File: config.mk
export PLATFORM = sky130hd
export DESIGN_NAME = core_timer_intr
export DESIGN_NICKNAME = d
export VERILOG_FILES = /design/src/rtl/htu_pkg.sv /design/src/rtl/htu_decode.sv /design/src/rtl/htu_counter.sv /design/src/rtl/core_timer_intr.sv
export SDC_FILE = /design/constraint.sdc
export NUM_CORES = 1
export LEC_CHECK = 0
export BUFFER_PORTS_ARGS = -buffer_cell sky130_fd_sc_hd__buf_2
export CAP_MARGIN = 10
export CELL_PAD_IN_SITES_DETAIL_PLACEMENT = 0
export CELL_PAD_IN_SITES_GLOBAL_PLACEMENT = 1
export CORE_AREA = 3 3 193 195
export CTS_BUF_LIST = sky130_fd_sc_hd__clkbuf_4 sky130_fd_sc_hd__clkbuf_8
export CTS_CLUSTER_SIZE = 28
export DETAILED_ROUTE_END_ITERATION = 6
export DIE_AREA = 0 0 196 198
export GPL_TIMING_DRIVEN = 0
export PLACE_DENSITY = 0.74
export SLEW_MARGIN = 20
export SYNTH_ARGS = -nofsm -noshare
export SYNTH_HDL_FRONTEND = slang
export SYNTH_HIERARCHICAL = 1
export SYNTH_SLANG_ARGS = --single-unit
File: constraint.sdc
create_clock -name clk -period 3.1 [get_ports clk]
set_input_delay 0 -clock clk [delete_from_list [all_inputs] [get_ports clk]]
set_output_delay 0 -clock clk [all_outputs]
set_load 0.03 [all_outputs]
File: src/rtl/htu_pkg.sv
package htu_pkg;
  typedef enum logic [1:0] {
    SEL_NONE = 2'd0,
    SEL_SOFT = 2'd1,
    SEL_CMP  = 2'd2,
    SEL_TIME = 2'd3
  } htu_sel_e;

  localparam logic [1:0] SZ_4B = 2'd2;
  localparam logic [1:0] SZ_8B = 2'd3;
endpackage

File: src/rtl/htu_decode.sv
module htu_decode
  import htu_pkg::*;
#(
  parameter int AW = 16,
  parameter logic [AW-1:0] SOFT_OFF = '0,
  parameter logic [AW-1:0] CMP_OFF  = AW'('h4000),
  parameter logic [AW-1:0] TIME_OFF = AW'('hBFF8)
) (
  input  logic [AW-1:0] addr,
  input  logic [1:0]    size,
  output htu_sel_e      sel,
  output logic          rd_ok,
  output logic          wr_ok
);
  always_comb begin
    sel = SEL_NONE;
    if (addr == SOFT_OFF && (size == SZ_4B || size == SZ_8B)) sel = SEL_SOFT;
    else if (addr == CMP_OFF && size == SZ_8B)                sel = SEL_CMP;
    else if (addr == TIME_OFF && size == SZ_8B)               sel = SEL_TIME;
  end

  assign rd_ok = (sel != SEL_NONE);
  assign wr_ok = (sel == SEL_SOFT) || (sel == SEL_CMP);
endmodule

File: src/rtl/htu_counter.sv
module htu_counter #(
  parameter int TW = 64
) (
  input  logic          clk,
  input  logic          rst_n,
  input  logic          tick,
  input  logic          wfi_req,
  input  logic [TW-1:0] cmp_val,
  output logic [TW-1:0] time_q,
  output logic [TW-1:0] cycle_q
);
  function automatic logic must_jump(input logic [TW-1:0] t, input logic [TW-1:0] c);
    return t < c;
  endfunction

  function automatic logic [TW-1:0] plus_one(input logic [TW-1:0] v);
    return v + {{(TW-1){1'b0}}, 1'b1};
  endfunction

  logic jump_ev;
  logic step_ev;
  assign jump_ev = wfi_req && must_jump(time_q, cmp_val);
  assign step_ev = tick && !jump_ev;

  always_ff @(posedge clk) begin
    if (!rst_n) begin
      time_q  <= '0;
      cycle_q <= '0;
    end else if (jump_ev) begin
      time_q  <= cmp_val;
      cycle_q <= cmp_val;
    end else if (step_ev) begin
      time_q  <= plus_one(time_q);
      cycle_q <= plus_one(cycle_q);
    end
  end


  tick_step_chk: assert property (@(posedge clk) disable iff (!rst_n)
    step_ev |=> (time_q == $past(time_q) + 1'b1) && (cycle_q == $past(cycle_q) + 1'b1));


  wfi_jump_chk: assert property (@(posedge clk) disable iff (!rst_n)
    jump_ev |=> (time_q == $past(cmp_val)) && (cycle_q == $past(cmp_val)));


  wfi_late_chk: assert property (@(posedge clk) disable iff (!rst_n)
    (wfi_req && !tick && (time_q >= cmp_val)) |=> $stable(time_q));


  idle_hold_chk: assert property (@(posedge clk) disable iff (!rst_n)
    (!tick && !wfi_req) |=> $stable(time_q) && $stable(cycle_q));
endmodule

File: src/rtl/core_timer_intr.sv
module core_timer_intr
  import htu_pkg::*;
#(
  parameter int TW = 64,
  parameter int AW = 16,
  parameter logic [AW-1:0] SOFT_OFF = '0,
  parameter logic [AW-1:0] CMP_OFF  = AW'('h4000),
  parameter logic [AW-1:0] TIME_OFF = AW'('hBFF8)
) (
  input  logic          clk,
  input  logic          rst_n,
  input  logic          req_valid,
  input  logic          req_write,
  input  logic [AW-1:0] req_addr,
  input  logic [1:0]    req_size,
  input  logic [TW-1:0] req_wdata,
  output logic          rsp_ready,
  output logic [TW-1:0] rsp_rdata,
  output logic          rsp_fault,
  input  logic          tick,
  input  logic          wfi_req,
  output logic          mtip_o,
  output logic          msip_o,
  output logic [TW-1:0] cycle_o
);
  function automatic logic timer_due(input logic [TW-1:0] c, input logic [TW-1:0] t);
    return c <= t;
  endfunction

  htu_sel_e      sel;
  logic          rd_ok, wr_ok, acc_ok;
  logic          soft_wr, cmp_wr, time_wr;
  logic [TW-1:0] cmp_q, time_q, rd_val;
  logic          msip_q;

  htu_decode #(.AW(AW), .SOFT_OFF(SOFT_OFF), .CMP_OFF(CMP_OFF), .TIME_OFF(TIME_OFF)) dec_i (
    .addr(req_addr), .size(req_size), .sel(sel), .rd_ok(rd_ok), .wr_ok(wr_ok)
  );

  htu_counter #(.TW(TW)) cnt_i (
    .clk(clk), .rst_n(rst_n), .tick(tick), .wfi_req(wfi_req),
    .cmp_val(cmp_q), .time_q(time_q), .cycle_q(cycle_o)
  );

  assign acc_ok  = req_write ? wr_ok : rd_ok;
  assign soft_wr = req_valid && req_write && (sel == SEL_SOFT);
  assign cmp_wr  = req_valid && req_write && (sel == SEL_CMP);
  assign time_wr = req_valid && req_write && (sel == SEL_TIME);

  always_comb begin
    case (sel)
      SEL_SOFT: rd_val = {{(TW-1){1'b0}}, msip_q};
      SEL_CMP:  rd_val = cmp_q;
      SEL_TIME: rd_val = time_q;
      default:  rd_val = '0;
    endcase
  end

  always_ff @(posedge clk) begin
    if (!rst_n) begin
      cmp_q  <= '1;
      msip_q <= 1'b0;
    end else begin
      if (cmp_wr)  cmp_q  <= req_wdata;
      if (soft_wr) msip_q <= req_wdata[0];
    end
  end

  always_ff @(posedge clk) begin
    if (!rst_n) begin
      rsp_ready <= 1'b0;
      rsp_fault <= 1'b0;
      rsp_rdata <= '0;
    end else begin
      rsp_ready <= req_valid;
      rsp_fault <= req_valid && !acc_ok;
      rsp_rdata <= (req_valid && !req_write && rd_ok) ? rd_val : '0;
    end
  end

  assign msip_o = msip_q;
  assign mtip_o = timer_due(cmp_q, time_q);


  ready_follow_chk: assert property (@(posedge clk) disable iff (!rst_n)
    req_valid |=> rsp_ready);

  ready_quiet_chk: assert property (@(posedge clk) disable iff (!rst_n)
    !req_valid |=> !rsp_ready);

  bad_access_chk: assert property (@(posedge clk) disable iff (!rst_n)
    (req_valid && !acc_ok) |=> (rsp_fault && rsp_rdata == '0 && $stable(msip_o)));

  soft_write_chk: assert property (@(posedge clk) disable iff (!rst_n)
    soft_wr |=> (msip_o == $past(req_wdata[0])));

  time_write_chk: assert property (@(posedge clk) disable iff (!rst_n)
    time_wr |=> rsp_fault);

  cmp_write_chk: assert property (@(posedge clk) disable iff (!rst_n)
    (cmp_wr && !tick && !wfi_req) |=> (mtip_o == ($past(req_wdata) <= $past(time_q))));
endmodule

Word level (Yosys, flattened, before mapping)
Index checks and enable logic that the tools add are counted.

Flip-flop bits (word level): 259. Input bits: 88.

Add/subtract/negate cells: 2. Order comparisons: 2. Equality and inequality tests: 7. Multiplexer cells: 9. Reductions and logical operators: 20.

Operators by type and width (number): 64-bit two-way mux (4); 64-bit case mux with 3 select lines (1); 64-bit by 1-bit adder with 64-bit output, second input constant (2); 64-bit <= comparator (1); 64-bit < comparator (1); 16-bit by 15-bit == test with 1-bit output, second input constant (1); 16-bit == test, second input constant (1); 16-bit logical NOT (1); 1-bit logical AND (11); 2-bit == test, second input constant (4); 2-bit two-way mux (3); 2-bit nonzero test (2); 1-bit logical NOT (3); 2-bit by 1-bit == test with 1-bit output, second input constant (1); 1-bit logical OR (2); 2-bit AND reduction (1); 1-bit two-way mux (1).

Longest topological paths before layout
Gate-level depths: netlist (run 1).

Depth in word-level cells: 10. Depth in mapped cells: 12. Gate-level depth less buffers: 9.

Hierarchy
The synthesis (run 1) kept the hierarchy.

By module, submodules not included: htu_counter (times used 1, cells an instance 978, area each 7930.1 µm²); core_timer_intr (times used 1, cells an instance 729, area each 6143.4 µm²); htu_decode (times used 1, cells an instance 19, area each 130.1 µm²).

Worst setup path after synthesis (run 1)
Ideal clock, no wire load.

Path kind: register to register. From: register cmp_q[15]. To: register cnt_i.time_q[62]. Library setup time: 0.137 ns. Data arrival time: 2.566 ns. Required time: 2.963 ns. Slack: 0.397 ns. Stages on the path, launching flop included: 12. Clock period less this slack: 2.703 ns. Path through: dfxtp_1 > inv_1 > ha_1 > nand4_1 > nor3_1 > or4b_1 > a41o_1 > a211oi_2 > or2_1 > buf_2 > buf_2 > o22ai_1.

Longest elaborated chain between the ends: 5.

RTL lines: start, declared (RTL line core_timer_intr.sv:33) `logic [TW-1:0] cmp_q, time_q, rd_val;`; start signal, assigned (RTL line core_timer_intr.sv:64) `if (cmp_wr) cmp_q <= req_wdata;`; 64-bit < comparator (*) (RTL line htu_counter.sv:13) `return t < c;`; 1-bit logical AND (*) (RTL line htu_counter.sv:22) `assign jump_ev = wfi_req && must_jump(time_q, cmp_val);`; 1-bit logical NOT (RTL line htu_counter.sv:23) `assign step_ev = tick && !jump_ev;`; 1-bit logical AND (RTL line htu_counter.sv:23); 2-bit nonzero test (no line); end signal, assigned (RTL line htu_counter.sv:30) `time_q <= cmp_val;`; end signal, assigned (RTL line htu_counter.sv:33) `time_q <= plus_one(time_q);`; end, declared (RTL line htu_counter.sv:9) `output logic [TW-1:0] time_q,`.

Every way passes the cells marked *; elsewhere a longest branch is shown, timed or not. A chain may end at the register's enable or synchronous reset.

Worst setup path in the final report (run 1)
From: register cmp_q[55]. To: register cnt_i.time_q[31].

The elaborated chain is that of the path after synthesis.

==> flow_summary.json, run 1 <==
{
  "synth_area_um2": 14200,
  "max_freq_ghz": 0.318,
  "numClockSinks": 259,
  "finalCritPeriodShare_pct": 102,
  "path_class": "reg -> reg",
  "grt_pass1_vias": 13200,
  "synthCells": 1726,
  "finalHoldViolCount": 0,
  "setup_ws_ps": -49.0,
  "grt_antenna_before_repair": 1,
  "clock_path_buffers": 3,
  "ys_warn_count": 6,
  "placed_cells": 2406,
  "dieArea_um2": 38800,
  "numCtsBuffers": 48,
  "syn_avg_cell_area_um2": 8.23,
  "vdd_drop_max_uv": 288,
  "coreArea_um2": 35600,
  "p_per_area_nw_per_um2": 454,
  "diodes": 0,
  "place_congestion": 0.894,
  "seq_area_um2": 5280,
  "layout_commonest_cell": "buf_2",
  "final_net_count": 2313,
  "io_buffers": 219,
  "min_period_ps": 3150,
  "path_common_cell": "buf_12",
  "ys_types": 55,
  "yosysTopAreaCell": "dfxtp_1",
  "hold_path.class": "in -> reg",
  "fillers": 3377,
  "yosys_register_bits": 259,
  "leakagePower_nw": 8.71,
  "insertion_delay_ps": 600,
  "finalCoreUtilization_pct": 53.3,
  "cts_root_buf": "clkbuf_8",
  "die_height_um": 198,
  "syn_nets": 1944,
  "ys_top_cells_by_area": "dfxtp_1 (37%), ha_1 (11%), nand2_1 (6.0%)",
  "final_cell_mix": "buf_2 (232), nand2_1 (226), dfxtp_1 (204)",
  "clkSlewWorstSetupHoldPaths_ps": 60,
  "crit_arrival_ps": 3620,
  "crit_chain": "inv_2 -> ha_4 -> nand4_1 -> nor4_4 -> nand4_1 -> buf_6 -> or3_4 -> a211oi_4 -> buf_12 -> or2_4 -> buf_12 -> buf_12 -> a21oi_1",
  "cts_tree": "done",
  "ys_seq_area_share_pct": 36.5,
  "first_pass_iters": 6,
  "io-pin-count": 220,
  "holdWs_ps": 140,
  "worst_pin_slew_ps": 1210,
  "grt_pass1_wl_um": 74000,
  "worstSetupStartpointType": "register",
  "dp_worst_setup_slack_ps": -1110,
  "drt_wl_total_um": 49100,
  "placementRows": 69,
  "cp_slowest_cell": "nor4_4",
  "drc_errors": 0,
  "dp_hpwl_um": 36500,
  "num_vias": 13700,
  "status": "finished, violations left",
  "area_delta_synth_final_pct": 33.5,
  "failed_checks": "setup timing",
  "final_cells": 2590,
  "drive_gt1_share_pct": 24.9,
  "grt-ovfl-total": 0,
  "post_drt_wl_per_cell_um": 19.0,
  "drt_iter0_markers": 723,
  "cp.required_ps": 3570,
  "cp_max_fo": 10,
  "antenna_left": 0,
  "grt_max_degree": 13,
  "end_kind": "register",
  "drv_cap": 0,
  "synth_edf_count": 0,
  "slowest_delay_ps": 410,
  "track_usage_pct": 24.2,
  "finClkSkew_ps": 24.0,
  "relSlewSlack_pct": 18.7,
  "setup_viol": 114,
  "htreeDepth": 2,
  "power_w": 0.00861,
  "synth_flop_cell": "dfxtp_1",
  "yosysTopAreaCellShare_pct": 36.5,
  "initial_utilization_pct": 39.9,
  "rsz0062_at_grt": "yes",
  "die_x_um": 196,
  "slew_viol_final": 0,
  "multi_input_area_um2": 8670,
  "via_per_inst": 5.29,
  "async_flop_share_pct": 0
}
cells by family (layout without fill, tap and decap cells):
group           Yosys count  count (layout)  share of synthesized area (%)
simple gates            626             626                           21.1
compound gates          298             298                           12.5
flops                   259             259                           36.5
buf+inv                 224             627                           6.25
fa+ha+maj               130             130                           11.5
xor+xnor                123             123                           7.58
mux                      66              66                           4.65
final timing paths:
check / slack (ps) / cells past startpoint / endpoint / start
min: 140 / 4 / cmp_q[32] / req_wdata[32]
max reg2reg: -50 / 13 / cnt_i/time_q[31] / cmp_q[55]
max: -50 / 13 / cnt_i/time_q[31] / cmp_q[55]
min reg2reg: 510 / 2 / cmp_q[13] / cmp_q[13]
report_power, final:
part	switching (W)	total, W	internal [W]
clock network	0.00151	0.00387	0.00236
registers	0.000224	0.00369	0.00346
logic	0.000592	0.00105	0.000462
synth_stat cells, drive strengths merged, types with 2 or more instances:
cell,number
nor2b,6
or4,5
ha,130
or3,6
a21o,4
or2,4
o22a,2
clkbuf,40
nand4b,2
a31oi,3
nor3,24
nand3,121
and2,2
o31ai,59
nand2,227
nand2b,4
xnor2,66
a211oi,5
o21ai,24
xor2,57
o22ai,18
o211ai,3
and4,18
mux2i,66
buf,35
o32ai,2
a21oi,163
nor4,16
nand4,58
and3,14
inv,149
dfxtp,259
nor2,116
a221oi,8
metrics by stage:
stage	instance area, um^2	TNS [ps]
3_3_place_gp	15900	-102840
3_5_place_dp	15900	-101970
5_1_grt	19000	-13160
2_1_floorplan	14200	0
4_1_cts	18100	0
6_report	19000	-2780
sequential cells by signal (all words and copies together) (netlist names):
| signal | flops |
|---|---|
| cnt_i/time_q | 64 |
| cnt_i/cycle_q | 64 |
| msip_o | 1 |
| cmp_q | 64 |
| rsp_fault | 1 |
| rsp_rdata | 64 |
| rsp_ready | 1 |
cell type report:
class                   count  area share (%)
well taps                 461            3.04
repair buffers            320            11.6
flip-flops and latches    259            27.8
plain buffers              74            2.84
clock buffers              73            5.00
multi-input cells        1243            45.7
inverters                 149            2.95
clock inverters            11           0.983
what timing repair did:
action                     4_1_cts  5_1_grt
resized for setup               95      158
buffers inserted                 7        8
setup endpoints to repair      129      129
pin swaps                       10       27
gates cloned                     0        7
hold buffers                    79        0
hold endpoints to repair        73        0
critical path, delay by kind of cell, from the launching register on:
| family | cells | cell delay, ps |
|---|---|---|
| flip-flops | 1 | 390 |
| adder cells (fa/ha/maj) | 1 | 270 |
| AND/OR/NAND/NOR | 5 | 1310 |
| AO/OA/AOI/OAI | 2 | 360 |
| buffers and inverters | 5 | 700 |
metal layers:
layer  global-route usage, %  up-vias  part of all wire (%)  routed length, um
met3                    4.78       83                   7.0               3420
li1                        -     6775                     -                  -
met1                    32.8     6468                    45              22200
met4                    7.84        0                   2.8               1370
met2                    38.9      385                    45              22100
met5                       0        -                     0                  0
No activity file was read; power rests on OpenSTA's default activity.
==> run 2: changes to the inputs <==
Settings changed: CORE_AREA 3 3 193 195 to 3 3 271 140, DIE_AREA 0 0 196 198 to 0 0 274 143.
==> run 2 against run 1 <==
  * The run now ends clean
  * Register-to-register slack improved by 110 ps
  * Die area increased by 0.96%
  * Maximum frequency increased by 3.5%
  * Core utilization decreased by 1.8 points
  * Critical path depth decreased by 1
  * Non-clock buffer count decreased by 9
  * Clock skew increased by 0.78 ps
  * Sequential power about the same
  * Hold slack improved by 25 ps
  * Final cell count increased by 0.31%
  * Critical endpoint is now cnt_i/cycle_q[45]
==> flow_summary.json, run 2 (synthesized netlist as in run 1, its figures left out) <==
{
  "status": "complete, no violations",
  "multi_input_area_um2": 8550,
  "dp_worst_setup_slack_ps": -1020,
  "slew_viol_final": 0,
  "dieArea_um2": 39200,
  "grt_max_degree": 11,
  "finalCoreUtilization_pct": 51.5,
  "drive_gt1_share_pct": 22.1,
  "vdd_drop_max_uv": 255,
  "clkSlewWorstSetupHoldPaths_ps": 70,
  "fillers": 3470,
  "p_per_area_nw_per_um2": 439,
  "finClkSkew_ps": 24.8,
  "dp_hpwl_um": 35300,
  "min-delay-start": "req_wdata[38]",
  "via_per_inst": 5.21,
  "die_x_um": 274,
  "whs_path_depth": 4,
  "antenna_left": 0,
  "seq_area_um2": 5270,
  "path_class": "reg -> reg",
  "area_delta_synth_final_pct": 29.3,
  "numClockSinks": 259,
  "htreeDepth": 2,
  "crit_chain": "inv_1 -> ha_1 -> nand4_1 -> nor4_4 -> nand4_1 -> buf_4 -> or3_4 -> a211oi_4 -> or2_1 -> buf_4 -> buf_4 -> a21oi_1",
  "cp.required_ps": 3540,
  "grt_pass1_wl_um": 71500,
  "io_buffers": 219,
  "timing.rr.start": "cmp_q[55]",
  "min_period_ps": 3040,
  "finalHoldViolCount": 0,
  "end_kind": "register",
  "initial_utilization_pct": 39.8,
  "grt_pass1_vias": 12500,
  "setup_ws_ps": 56.7,
  "r2r_slack_ps": 60,
  "numCtsBuffers": 42,
  "hold_path.class": "in -> reg",
  "drt_iter0_markers": 829,
  "insertion_delay_ps": 580,
  "cp_slowest_cell": "dfxtp_4",
  "leakagePower_nw": 8.51,
  "finalCritPeriodShare_pct": 98.2,
  "cp_max_fo": 10,
  "final_net_count": 2298,
  "final_cell_mix": "buf_2 (230), nand2_1 (226), dfxtp_1 (209)",
  "worstSetupStartpointType": "register",
  "track_usage_pct": 23.3,
  "setup_viol": 0,
  "first_pass_iters": 5,
  "placementRows": 49,
  "rsz0062_at_grt": "yes",
  "place_congestion": 0.887,
  "crit_arrival_ps": 3480,
  "io-pin-count": 220,
  "worst_pin_slew_ps": 1170,
  "num_vias": 13500,
  "slowest_delay_ps": 410,
  "cts_tree": "done",
  "reg2reg_depth": 12,
  "drt_wl_total_um": 47000,
  "layout_commonest_cell": "buf_2",
  "grt_antenna_before_repair": 1,
  "die_height_um": 143,
  "max_freq_ghz": 0.329,
  "grt-ovfl-total": 0,
  "drv_cap": 0,
  "cp-startpoint": "cmp_q[55]",
  "relSlewSlack_pct": 21.1,
  "clock_path_buffers": 3,
  "coreArea_um2": 35700,
  "cts_root_buf": "clkbuf_8",
  "path_common_cell": "buf_4",
  "drc_errors": 0,
  "post_drt_wl_per_cell_um": 18.1
}
## run 2: path summary, 6_finish.rpt
kind / end
max: cnt_i/cycle_q[45]
min: cmp_q[38]
max reg2reg: cnt_i/cycle_q[45]
min reg2reg: cmp_q[35]
## run 2: cell type report
class,instances,area share (%)
Antenna cell,2,0.0272
Buffer,73,2.27
Clock buffer,67,4.71
Clock inverter,9,0.531
Inverter,149,3.04
Multi-Input combinational cell,1243,46.5
Sequential cell,259,28.7
Tap cell,484,3.30
Timing Repair Buffer,312,10.9
## run 2: critical path, delay by kind of cell, from the launching register on
kind / cells / cell delay (ps)
buffers and inverters: 4 / 680
DFF: 1 / 410
and+or+nand+nor: 5 / 1170
adders and majority gates: 1 / 320
AOI/OAI and AO/OA: 2 / 340
## run 2: power by group
group          internal (W)  total (W)  leakage, nW  switching, W
logic              0.000409   0.000965         5.87      0.000557
registers           0.00346    0.00367         2.13      0.000211
clock network       0.00194    0.00343        0.510       0.00149
## run 2: stage by stage
stage,hold slack (ps),area (um^2),power [W],instances,TNS (ps)
after global routing,162,18400,0.00840,2597,-734
after floorplan,98.5,14200,0.00424,1726,0
after CTS,130,18000,0.00811,2592,0
final,165,18400,0.00806,2598,0
after detailed placement,214,15900,0.00458,2429,-96070
after global placement,210,15900,0.00457,2429,-99160
## run 2: timing repair
item	in CTS	in global routing
resized for setup	88	91
hold buffers	79	0
hold endpoints to repair	71	0
setup buffers	9	5
endpoints found under the setup margin	129	128
gates cloned	0	0
pin swaps	11	13
## run 2: routing by layer
layer / global-route usage, % / routed length [um] / share of wire [%]
met5: 0 / 0 / 0
met2: 37.2 / 20800 / 44
met3: 4.57 / 2680 / 5.7
met1: 32.9 / 22600 / 48
met4: 4.91 / 960 / 2.0
